## src/rtl/sfx_pkg.sv

```systemverilog
package sfx_pkg;

    localparam int SF_W     = 32;
    localparam int MASK_W   = 8;
    localparam int CODE_W   = 4;
    localparam int HI_TOP   = 27;
    localparam int HI_W     = 16;
    localparam int HI_LO    = HI_TOP - HI_W + 1;      // 12
    localparam int MID_LO   = HI_LO - MASK_W;         // 4
    localparam int PAD_W    = SF_W - HI_W - MASK_W;   // 8

    typedef enum logic [1:0] {
        CH_PAIR = 2'd0,
        CH_PRI  = 2'd1,
        CH_SEC  = 2'd2,
        CH_RSVD = 2'd3
    } chan_sel_e;

    typedef enum logic [1:0] {
        PK_16   = 2'd0,
        PK_MASK = 2'd1,
        PK_RAW  = 2'd2,
        PK_RSVD = 2'd3
    } pack_sel_e;

    typedef enum logic [1:0] {
        PRE_BLOCK = 2'd0,
        PRE_PRI   = 2'd1,
        PRE_SEC   = 2'd2,
        PRE_OTHER = 2'd3
    } pre_kind_e;

    typedef struct packed {
        chan_sel_e chan;
        pack_sel_e pack;
    } fmt_cfg_t;

    typedef struct packed {
        logic [SF_W-1:0] bits;
        logic            is_sec;
        pre_kind_e       pre;
    } subframe_t;

    localparam fmt_cfg_t CFG_RESET = '{chan: CH_PAIR, pack: PK_16};

    function automatic logic [CODE_W-1:0] pre_code(input pre_kind_e p);
        case (p)
            PRE_BLOCK: return 4'h1;
            PRE_PRI:   return 4'h2;
            PRE_SEC:   return 4'h3;
            default:   return 4'h0;
        endcase
    endfunction

    function automatic logic [SF_W-1:0] pack_word(
        input pack_sel_e         mode,
        input subframe_t         sf,
        input logic [MASK_W-1:0] mask
    );
        logic [SF_W-1:0] w;
        w = '0;
        case (mode)
            PK_16:   w = {{(SF_W-HI_W){1'b0}}, sf.bits[HI_TOP:HI_LO]};
            PK_MASK: w = {sf.bits[HI_TOP:HI_LO],
                          sf.bits[HI_LO-1:MID_LO] & mask,
                          {PAD_W{1'b0}}};
            PK_RAW:  w = {sf.bits[SF_W-1:CODE_W], pre_code(sf.pre)};
            default: w = '0;
        endcase
        return w;
    endfunction

endpackage

```

## src/rtl/sfx_cfg_hold.sv

```systemverilog
module sfx_cfg_hold
    import sfx_pkg::*;
(
    input  logic     clk,
    input  logic     rst,
    input  logic     cap_en,
    input  logic [1:0] chan_in,
    input  logic [1:0] pack_in,
    output fmt_cfg_t cfg
);

    always_ff @(posedge clk) begin
        if (rst) begin
            cfg <= CFG_RESET;
        end else if (!cap_en) begin
            cfg <= '{chan: chan_sel_e'(chan_in), pack: pack_sel_e'(pack_in)};
        end
    end

    // settings frozen while capture stays enabled
    p_cfg_frozen_r8: assert property (@(posedge clk) disable iff (rst)
        (!$past(rst) && $past(cap_en)) |-> $stable(cfg));

endmodule

```

## src/rtl/sfx_chan_gate.sv

```systemverilog
module sfx_chan_gate
    import sfx_pkg::*;
(
    input  logic     clk,
    input  logic     rst,
    input  logic     cap_en,
    input  fmt_cfg_t cfg,
    input  logic     sf_valid,
    input  logic     sf_is_sec,
    output logic     keep
);

    logic left_seen;
    logic mode_ok;
    logic chan_ok;

    always_comb begin
        mode_ok = (cfg.chan != CH_RSVD) && (cfg.pack != PK_RSVD);
        case (cfg.chan)
            CH_PAIR: chan_ok = !sf_is_sec || left_seen;
            CH_PRI:  chan_ok = !sf_is_sec;
            CH_SEC:  chan_ok = sf_is_sec;
            default: chan_ok = 1'b0;
        endcase
        keep = sf_valid && cap_en && mode_ok && chan_ok;
    end

    always_ff @(posedge clk) begin
        if (rst || !cap_en) begin
            left_seen <= 1'b0;
        end else if (keep && !sf_is_sec) begin
            left_seen <= 1'b1;
        end
    end

    // the pair flag can only be set while capture is running
    p_left_needs_en_r6: assert property (@(posedge clk) disable iff (rst)
        (!$past(rst) && !$past(cap_en)) |-> !left_seen);

endmodule

```

## src/rtl/sfx_packer.sv

```systemverilog
module sfx_packer
    import sfx_pkg::*;
(
    input  logic              clk,
    input  logic              rst,
    input  logic              keep,
    input  pack_sel_e         pack,
    input  subframe_t         sf,
    input  logic [MASK_W-1:0] mask,
    output logic              out_valid,
    output logic [SF_W-1:0]   out_word
);

    always_ff @(posedge clk) begin
        if (rst) begin
            out_valid <= 1'b0;
            out_word  <= '0;
        end else begin
            out_valid <= keep;
            if (keep) begin
                out_word <= pack_word(pack, sf, mask);
            end
        end
    end

endmodule

```

## src/rtl/sfx_subframe_fmt.sv

```systemverilog
module sfx_subframe_fmt
    import sfx_pkg::*;
(
    input  logic              clk,
    input  logic              rst,
    input  logic              cap_en,
    input  logic [1:0]        chan_mode_in,
    input  logic [1:0]        samp_mode_in,
    input  logic [MASK_W-1:0] smask,
    input  logic              sf_valid,
    input  logic [SF_W-1:0]   sf_data,
    input  logic              sf_is_sec,
    input  logic [1:0]        sf_pre,
    output logic              out_valid,
    output logic [SF_W-1:0]   out_word
);

    fmt_cfg_t  cfg;
    subframe_t sf;
    logic      keep;

    assign sf = '{bits: sf_data, is_sec: sf_is_sec, pre: pre_kind_e'(sf_pre)};

    sfx_cfg_hold u_cfg (
        .clk     (clk),
        .rst     (rst),
        .cap_en  (cap_en),
        .chan_in (chan_mode_in),
        .pack_in (samp_mode_in),
        .cfg     (cfg)
    );

    sfx_chan_gate u_gate (
        .clk       (clk),
        .rst       (rst),
        .cap_en    (cap_en),
        .cfg       (cfg),
        .sf_valid  (sf_valid),
        .sf_is_sec (sf_is_sec),
        .keep      (keep)
    );

    sfx_packer u_pack (
        .clk       (clk),
        .rst       (rst),
        .keep      (keep),
        .pack      (cfg.pack),
        .sf        (sf),
        .mask      (smask),
        .out_valid (out_valid),
        .out_word  (out_word)
    );

    // reserved settings never yield a word
    p_rsvd_quiet_r7: assert property (@(posedge clk) disable iff (rst)
        (!$past(rst) && ($past(cfg.chan) == CH_RSVD || $past(cfg.pack) == PK_RSVD))
        |-> !out_valid);

    // nothing captured while disabled
    p_idle_quiet_r9: assert property (@(posedge clk) disable iff (rst)
        (!$past(rst) && !$past(cap_en)) |-> !out_valid);

    // a word follows a strobed subframe only
    p_word_follows_sf_r10: assert property (@(posedge clk) disable iff (rst)
        (!$past(rst) && !$past(sf_valid)) |-> !out_valid);

    // masked packing leaves the low byte zero
    p_pad_zero_r2: assert property (@(posedge clk) disable iff (rst)
        (!$past(rst) && out_valid && $past(cfg.pack) == PK_MASK)
        |-> (out_word[PAD_W-1:0] == '0));

    // 16-bit packing leaves the upper half zero
    p_upper_zero_r1: assert property (@(posedge clk) disable iff (rst)
        (!$past(rst) && out_valid && $past(cfg.pack) == PK_16)
        |-> (out_word[SF_W-1:HI_W] == '0));

    // primary-only setting never passes a secondary subframe
    p_pri_only_r5: assert property (@(posedge clk) disable iff (rst)
        (!$past(rst) && out_valid && $past(cfg.chan) == CH_PRI) |-> !$past(sf_is_sec));

endmodule

```

## config.mk

```make
export PLATFORM = sky130hd
export DESIGN_NAME = sfx_subframe_fmt
export DESIGN_NICKNAME = d
export VERILOG_FILES = /design/src/rtl/sfx_pkg.sv /design/src/rtl/sfx_cfg_hold.sv /design/src/rtl/sfx_chan_gate.sv /design/src/rtl/sfx_packer.sv /design/src/rtl/sfx_subframe_fmt.sv
export SDC_FILE = /design/constraint.sdc
export NUM_CORES = 1
export LEC_CHECK = 0
export ABC_AREA = 0
export BUFFER_PORTS_ARGS = -buffer_cell sky130_fd_sc_hd__buf_2
export CORE_MARGIN = 2
export CORE_UTILIZATION = 40
export CTS_CLUSTER_DIAMETER = 40
export DETAILED_ROUTE_END_ITERATION = 8
export PLACE_DENSITY_LB_ADDON = 0.05
export SLEW_MARGIN = 20
export SYNTH_ARGS = -nofsm -noshare
export SYNTH_HDL_FRONTEND = slang
export SYNTH_SLANG_ARGS = --single-unit
```

## constraint.sdc

```tcl
create_clock -name clk -period 2.15 [get_ports clk]
set_input_delay 0.1075 -clock clk [delete_from_list [all_inputs] [get_ports clk]]
set_output_delay 0.1075 -clock clk [all_outputs]
set_load 0.01 [all_outputs]
```

==> results by group, run 1 <==
Routing
  – Via count: 1843
  – DR DRC count: 0
  – DRT Pass-1 Iters: 4
  – ANT nets after route: 0
  – Post-DR vias/cell: 5.37
  – DRT iter0 DRCs: 106
  – DRT Wirelength: 5020 microns
  – Avg WL per Cell: 14.6 microns

Finish
  – Layout cell share with drive strength beyond 1: a little over a third
  – Antenna diode count: 0
  – Final nets: between 300 and 400
  – Fin area: 0.00237 sq mm
  – Layout area overhead: 25.9%
  – Fill count: 465
  – Fin util: about 53%

Pwr
  – Sequential power share: 50.1%
  – Pleak: 1.04 nW
  – Sw frac: around 28%
  – Gate power share: 19.7%
  – Max IR drop VDD: 0.259 mV
  – Cell-internal power: ~0.0011 W
  – Clock power share: 30.3%
  – P per Cell Area: 644 mW/mm^2
  – Total Power: 0.00153 W
  – NetSw: 0.000428 W

Clocking
  – CTS resizes: 0
  – CTS tree: yes
  – CTS Buf Count: 5
  – CTS root buf: clkbuf_8
  – Clk_lat worst skew: 0.29 ns
  – Number of H-tree levels: 2
  – Sink Count: 38
  – Clk buf depth: 2
  – Post-cts hold buffer count: 0
  – Clock slew at reported path FFs: 0.07 ns
  – Post-CTS setup buffer count: 0

Critical path
  – Kind of end point of the critical path: flop
  – Reg-to-Reg Start: u_cfg.cfg[3]$_SDFFE_PP0N_
  – CP delay by family, top: compound AO/OA/AOI/OAI gates
  – Slowest stage delay, CP: 0.42 ns
  – Worst path slowest cell: dfxtp_1
  – Worst R2R End: u_pack.out_word[5]$_SDFFE_PP0P_
  – Worst setup path start: u_cfg.cfg[3]$_SDFFE_PP0N_
  – CP bufs+invs: 1
  – Cell Chain, Critical Path: o21bai_4 -> a2111o_1 -> buf_4 -> or3_1 -> a21oi_1
  – Worst EP arrival: 1.97 ns
  – CP required: 2.36 ns
  – Reg2reg setup slack: 0.39 ns
  – Crit Path Class: flop to flop
  – Critical-path maximum fanout: 37
  – R2R cell count: 5
  – CP Launch Type: flop

Yosys
  – Cell Area, Synth: 0.00188 sq mm
  – Synth warnings: 0
  – Number of unique standard cell types used by synthesis: 28
  – Synthesized Nets: 273
  – Register area share after synthesis: a little over 40%
  – Cell count after synthesis: between 200 and 250
  – Syn avg cell area: 8.59 sq um
  – Yosys reg bits: 38

Floorplanning
  – Core region area: 0.00444 sq mm
  – Row cnt: 24
  – Initial Util: between 40% and 50%
  – # IOs: 84
  – DIE HEIGHT: 72.6 microns
  – Die ar.: 0.00527 sq mm
  – Die X: 72.6 microns

Placed design
  – Post-DP HPWL: 3490 microns
  – Port Buf Inserts: 79
  – Cell Area, Placed: 0.00229 sq mm
  – GP Congestion: just under 0.8

STA
  – Min Tclk post-route: approximately 1.8 ns
  – RSZ-0062 raised after global routing: no
  – Fin Setup TNS: 0 ns
  – Highest clock rate: 0.570 GHz
  – Final period util: 81.7%
  – Max_slew headroom: 51.7%
  – Worst slew pin tran: 0.724 ns
  – Clock skew: 0.00516 ns
  – Setup violators final: 0
  – Hold Violations, Final: 0
  – Final slew viol count: 0

Global route
  – Pin count of the biggest net entering global routing: 39
  – First-pass GRT wire length: 7960 microns
  – Vias in the first global route: 1665
  – All-Layer GR Usage: about a fifth
  – Initial antenna violation count: 0
  – Total gr overflow: 0

Min path
  – Hold path cells: 3
  – Hold Path Class: input port to flop
  – Worst hold path startpoint: chan_mode_in[0]
  – Worst hold endpoint: u_cfg.cfg[2]$_SDFFE_PP0N_

Run
  – Max-Cap Viols: 0

Run status
  – Status: completed
## placed cells by master, fill, tap and decap left out, types with 2 or more instances in the layout
cell,netlist,layout
dfxtp_1,38,38
clkbuf_8,0,5
nor2_2,9,9
a21oi_1,13,13
nand3_1,3,3
clkbuf_1,9,2
ha_1,3,3
buf_2,7,79
nor2_1,32,32
nor3_1,22,22
nand2b_1,2,2
mux2i_1,12,12
a221oi_1,15,15
buf_4,1,4
nor2b_1,15,15
nand2_1,10,10
or3_1,5,5
a311oi_1,9,9
inv_1,3,3
## Yosys cell counts
cell       number  share of area, %
nor3_1         22               5.9
nor2b_1        15               5.0
o21ai_0         1              0.27
mux2i_1        12               6.4
a2111o_1        1              0.60
a311oi_1        9               4.2
or2_2           1              0.33
or3_1           5               1.7
nand2_1        10               2.0
a221oi_1       15               7.0
a2111oi_4       1               1.5
nor2_1         32               6.4
buf_6           2               1.2
nor2_2          9               3.0
buf_2           7               1.9
ha_1            3               2.0
o21bai_4        1               1.0
nand3_1         3              0.80
inv_1           3              0.60
nor3b_1         1              0.40
buf_4           1              0.40
and2_4          1              0.47
a21oi_1        13               3.5
clkbuf_1        9               1.8
nor3_2          1              0.53
nand2b_1        2              0.66
nor4_1          1              0.33
dfxtp_1        38                40
## final cells by class
type / count / area, sq um / share of cell area [%]
Multi-Input combinational cell: 159 / 1010 / 42.7
Sequential cell: 38 / 761 / 32.1
Timing Repair Buffer: 84 / 445 / 18.8
Clock buffer: 7 / 76.3 / 3.22
Tap cell: 52 / 65.1 / 2.75
Inverter: 3 / 11.3 / 0.475
## metrics by stage
| step | std cells | hold WS [ns] | worst slack [ns] |
|---|---|---|---|
| finish | 343 | 0.0512 | 0.394 |
| global route | 343 | 0.0558 | 0.256 |
| CTS | 343 | 0.0496 | 0.371 |
| detailed placement | 336 | 0.347 | 0.396 |
| global placement | 336 | 0.340 | 0.390 |
| floorplan | 219 | 0.251 | 0.567 |
## cell families after synthesis
| group | Yosys count | synth area share (%) |
|---|---|---|
| DFF | 38 | 40.4 |
| muxes | 12 | 6.38 |
| adders and majority gates | 3 | 1.99 |
| AOI/OAI and AO/OA | 41 | 18.0 |
| and+or+nand+nor | 103 | 27.4 |
| buffers and inverters | 22 | 5.85 |
## tightest hold or removal path, cell delays in order
cell     delay (ns)
buf_2          0.07
mux2i_1        0.05
nor2_1         0.07
## state kept, by name, summed over array words and instances, names as in the netlist
register	flops
u_gate.left_seen	1
u_pack.out_valid	1
u_pack.out_word	32
u_cfg.cfg	4
## metal layers
| layer | wire, microns | part of all wire (%) | GRT usage [%] | vias to the layer above |
|---|---|---|---|---|
| li1 | - | - | - | 923 |
| met2 | 2250 | 45 | 28.2 | 64 |
| met3 | 341 | 6.8 | 5.66 | 4 |
| met5 | 0 | 0 | 0 | - |
| met1 | 2390 | 48 | 27.9 | 852 |
| met4 | 40 | 0.80 | 4.94 | 0 |
## how the worst max path moves through the flow
stage	to	slack [ns]	cells after the start
2_1_floorplan	u_pack.out_word[14]$_SDFFE_PP0P_	0.57	6
3_3_place_gp	u_pack.out_word[15]$_SDFFE_PP0P_	0.39	5
3_5_place_dp	u_pack.out_word[18]$_SDFFE_PP0P_	0.40	5
4_1_cts	u_pack.out_word[18]$_SDFFE_PP0P_	0.37	5
5_1_grt	u_pack.out_word[19]$_SDFFE_PP0P_	0.26	5
6_report	u_pack.out_word[5]$_SDFFE_PP0P_	0.39	5
## power by group through the flow
| stage | Clock, W | Combinational, W | Sequential, W |
|---|---|---|---|
| global route | 0.000501 | 0.000335 | 0.000768 |
| CTS | 0.000473 | 0.000303 | 0.000764 |
| global placement | 0 | 0.000301 | 0.000779 |
| finish | 0.000462 | 0.000300 | 0.000764 |
| detailed placement | 0 | 0.000302 | 0.000780 |
| floorplan | 0 | 0.000167 | 0.000796 |
No activity file was read; power rests on OpenSTA's default activity.
==> run 2: changes to the inputs <==
clock period = 1.44 ns   (was 2.15 ns; I/O delays follow)
==> run 2 against run 1 <==
The run now ends with setup timing left. Critical path depth is the same. Sequential share of layout area shrank 5.5 points. First-iteration DRC count rose by 7.5%. Largest cell class unchanged. Clock skew grew 0.0020 ns. Highest routed layer unchanged.
==> results by group, run 2 (synthesized netlist as in run 1, its figures left out) <==
Clocking
  – CTS root buf: clkbuf_8
  – Clock slew at reported path FFs: 0.08 ns
  – Number of H-tree levels: 2
  – Sink Count: 38
  – Clk_lat worst skew: about 0.30 ns
  – Clk buf depth: 2
  – CTS tree: yes
  – CTS Buf Count: 5

Routing
  – Via count: 1977
  – DRT Pass-1 Iters: 4
  – DRT iter0 DRCs: 114
  – ANT nets after route: 0
  – DRT Wirelength: 5850 microns
  – DR DRC count: 0
  – Post-DR vias/cell: 5.40
  – Avg WL per Cell: 16.0 microns

STA
  – Worst slew pin tran: 0.383 ns
  – Min Tclk post-route: 1.65 ns
  – Final slew viol count: 0
  – Hold slack: 0.00850 ns
  – Fin Setup TNS: -3.49 ns
  – Setup violators final: 32
  – Highest clock rate: 0.607 GHz
  – Final period util: 114%
  – Hold Violations, Final: 0
  – RSZ-0062 raised after global routing: yes
  – Final WS setup: -0.207 ns
  – Max_slew headroom: 74.5%
  – Clock skew: 0.00714 ns

Critical path
  – CP delay by family, top: compound AO/OA/AOI/OAI gates
  – CP bufs+invs: 1
  – Worst EP arrival: 1.88 ns
  – Crit Path Class: flop to flop
  – Cell Chain, Critical Path: and2_4 -> a2111o_1 -> buf_12 -> or3_1 -> a21oi_2
  – Kind of end point of the critical path: flop
  – Critical-path maximum fanout: 35
  – CP required: 1.67 ns
  – CP Launch Type: flop
  – Worst path slowest cell: a2111o_1
  – Slowest stage delay, CP: 0.42 ns

Pwr
  – Pleak: 1.28 nW
  – Total Power: 0.00266 W
  – P per Cell Area: 920 mW/mm^2
  – Max IR drop VDD: ~0.7 mV

Global route
  – Initial antenna violation count: 0
  – All-Layer GR Usage: 22.4%
  – Vias in the first global route: 1833
  – Total gr overflow: 0
  – First-pass GRT wire length: 9020 microns
  – Pin count of the biggest net entering global routing: 36

Finish
  – Max reg flops: 32
  – Top Registers: u_pack.out_word x32, u_cfg.cfg x4
  – Non-filler cells, final: 366
  – Final nets: about 370
  – Most frequent cells in the layout: buf_2, dfxtp_1, nor2_1
  – Most common cell after layout, fill and taps aside: buf_2
  – Antenna diode count: 0
  – Layout area overhead: 53.6%
  – Layout cell share with drive strength beyond 1: a little under three fifths
  – Largest register by flop count: u_pack.out_word

Floorplanning
  – Initial Util: between 40% and 50%
  – # IOs: 84
  – DIE HEIGHT: 72.6 microns
  – Core region area: 0.00444 sq mm
  – Die X: 72.6 microns
  – Row cnt: 24
  – Die ar.: between 0.005 and 0.006 sq mm

Run status
  – Status: finished with violations
  – Violated checks: setup timing

Min path
  – Hold Path Class: input port to flop

Placed design
  – GP Congestion: about 0.76
  – Post-DP HPWL: approximately 4000 microns
  – Port Buf Inserts: 79
  – Placed Cells incl. Taps: 351

Run
  – Max-Cap Viols: 0
run 2: per-layer routing:
metal	up-vias	wire length [microns]	GRT usage (%)
met1	939	2650	29.8
met3	6	291	5.11
met4	0	52	6.79
met5	-	0	0
li1	975	-	-
met2	57	2860	36.4
run 2: final timing paths:
check,startpoint,depth (start not counted),slack [ns],to
max reg2reg,u_cfg.cfg[0]$_SDFFE_PP0N_,5,-0.21,u_pack.out_word[1]$_SDFFE_PP0P_
max,u_cfg.cfg[0]$_SDFFE_PP0N_,5,-0.21,u_pack.out_word[1]$_SDFFE_PP0P_
min reg2reg,u_pack.out_word[7]$_SDFFE_PP0P_,2,0.46,u_pack.out_word[7]$_SDFFE_PP0P_
min,chan_mode_in[0],3,0.009,u_cfg.cfg[2]$_SDFFE_PP0N_
run 2: what timing repair did:
action                                  CTS  global route
setup buffers                             3             1
gates cloned                              3             0
hold buffers                              0             0
resized for setup                        15            36
pin swaps                                 4            12
endpoints found under the setup margin   32            32
run 2: where the power goes:
group / internal [W] / switching [W]
logic: 0.000284 / 0.000322
clock network: 0.000510 / 0.000398
registers: 0.00111 / 0.0000363
run 2: through the flow:
| step | area (sq um) | util [%] | setup WS (ns) |
|---|---|---|---|
| 5_1_grt | 2890 | 65.0 | -0.267 |
| 3_3_place_gp | 2480 | 55.7 | -0.0975 |
| 6_report | 2890 | 65.0 | -0.207 |
| 4_1_cts | 2730 | 61.4 | -0.146 |
| 2_1_floorplan | 1940 | - | -0.0915 |
| 3_5_place_dp | 2480 | 55.7 | -0.129 |
run 2: layout make-up:
cell class / count / area [sq um]
repair buffers: 106 / 711
inverters: 3 / 11.3
well taps: 52 / 65.1
clock inverters: 3 / 40.0
multi-input cells: 159 / 1230
flip-flops and latches: 38 / 768
clock buffers: 5 / 68.8
fillers: 391 / 1550
run 2: tightest hold or removal path: cells and delay by family:
kind                   cells  cell delay [ns]
buffers and inverters      1             0.07
multiplexers               1             0.05
AND/OR/NAND/NOR            1             0.07
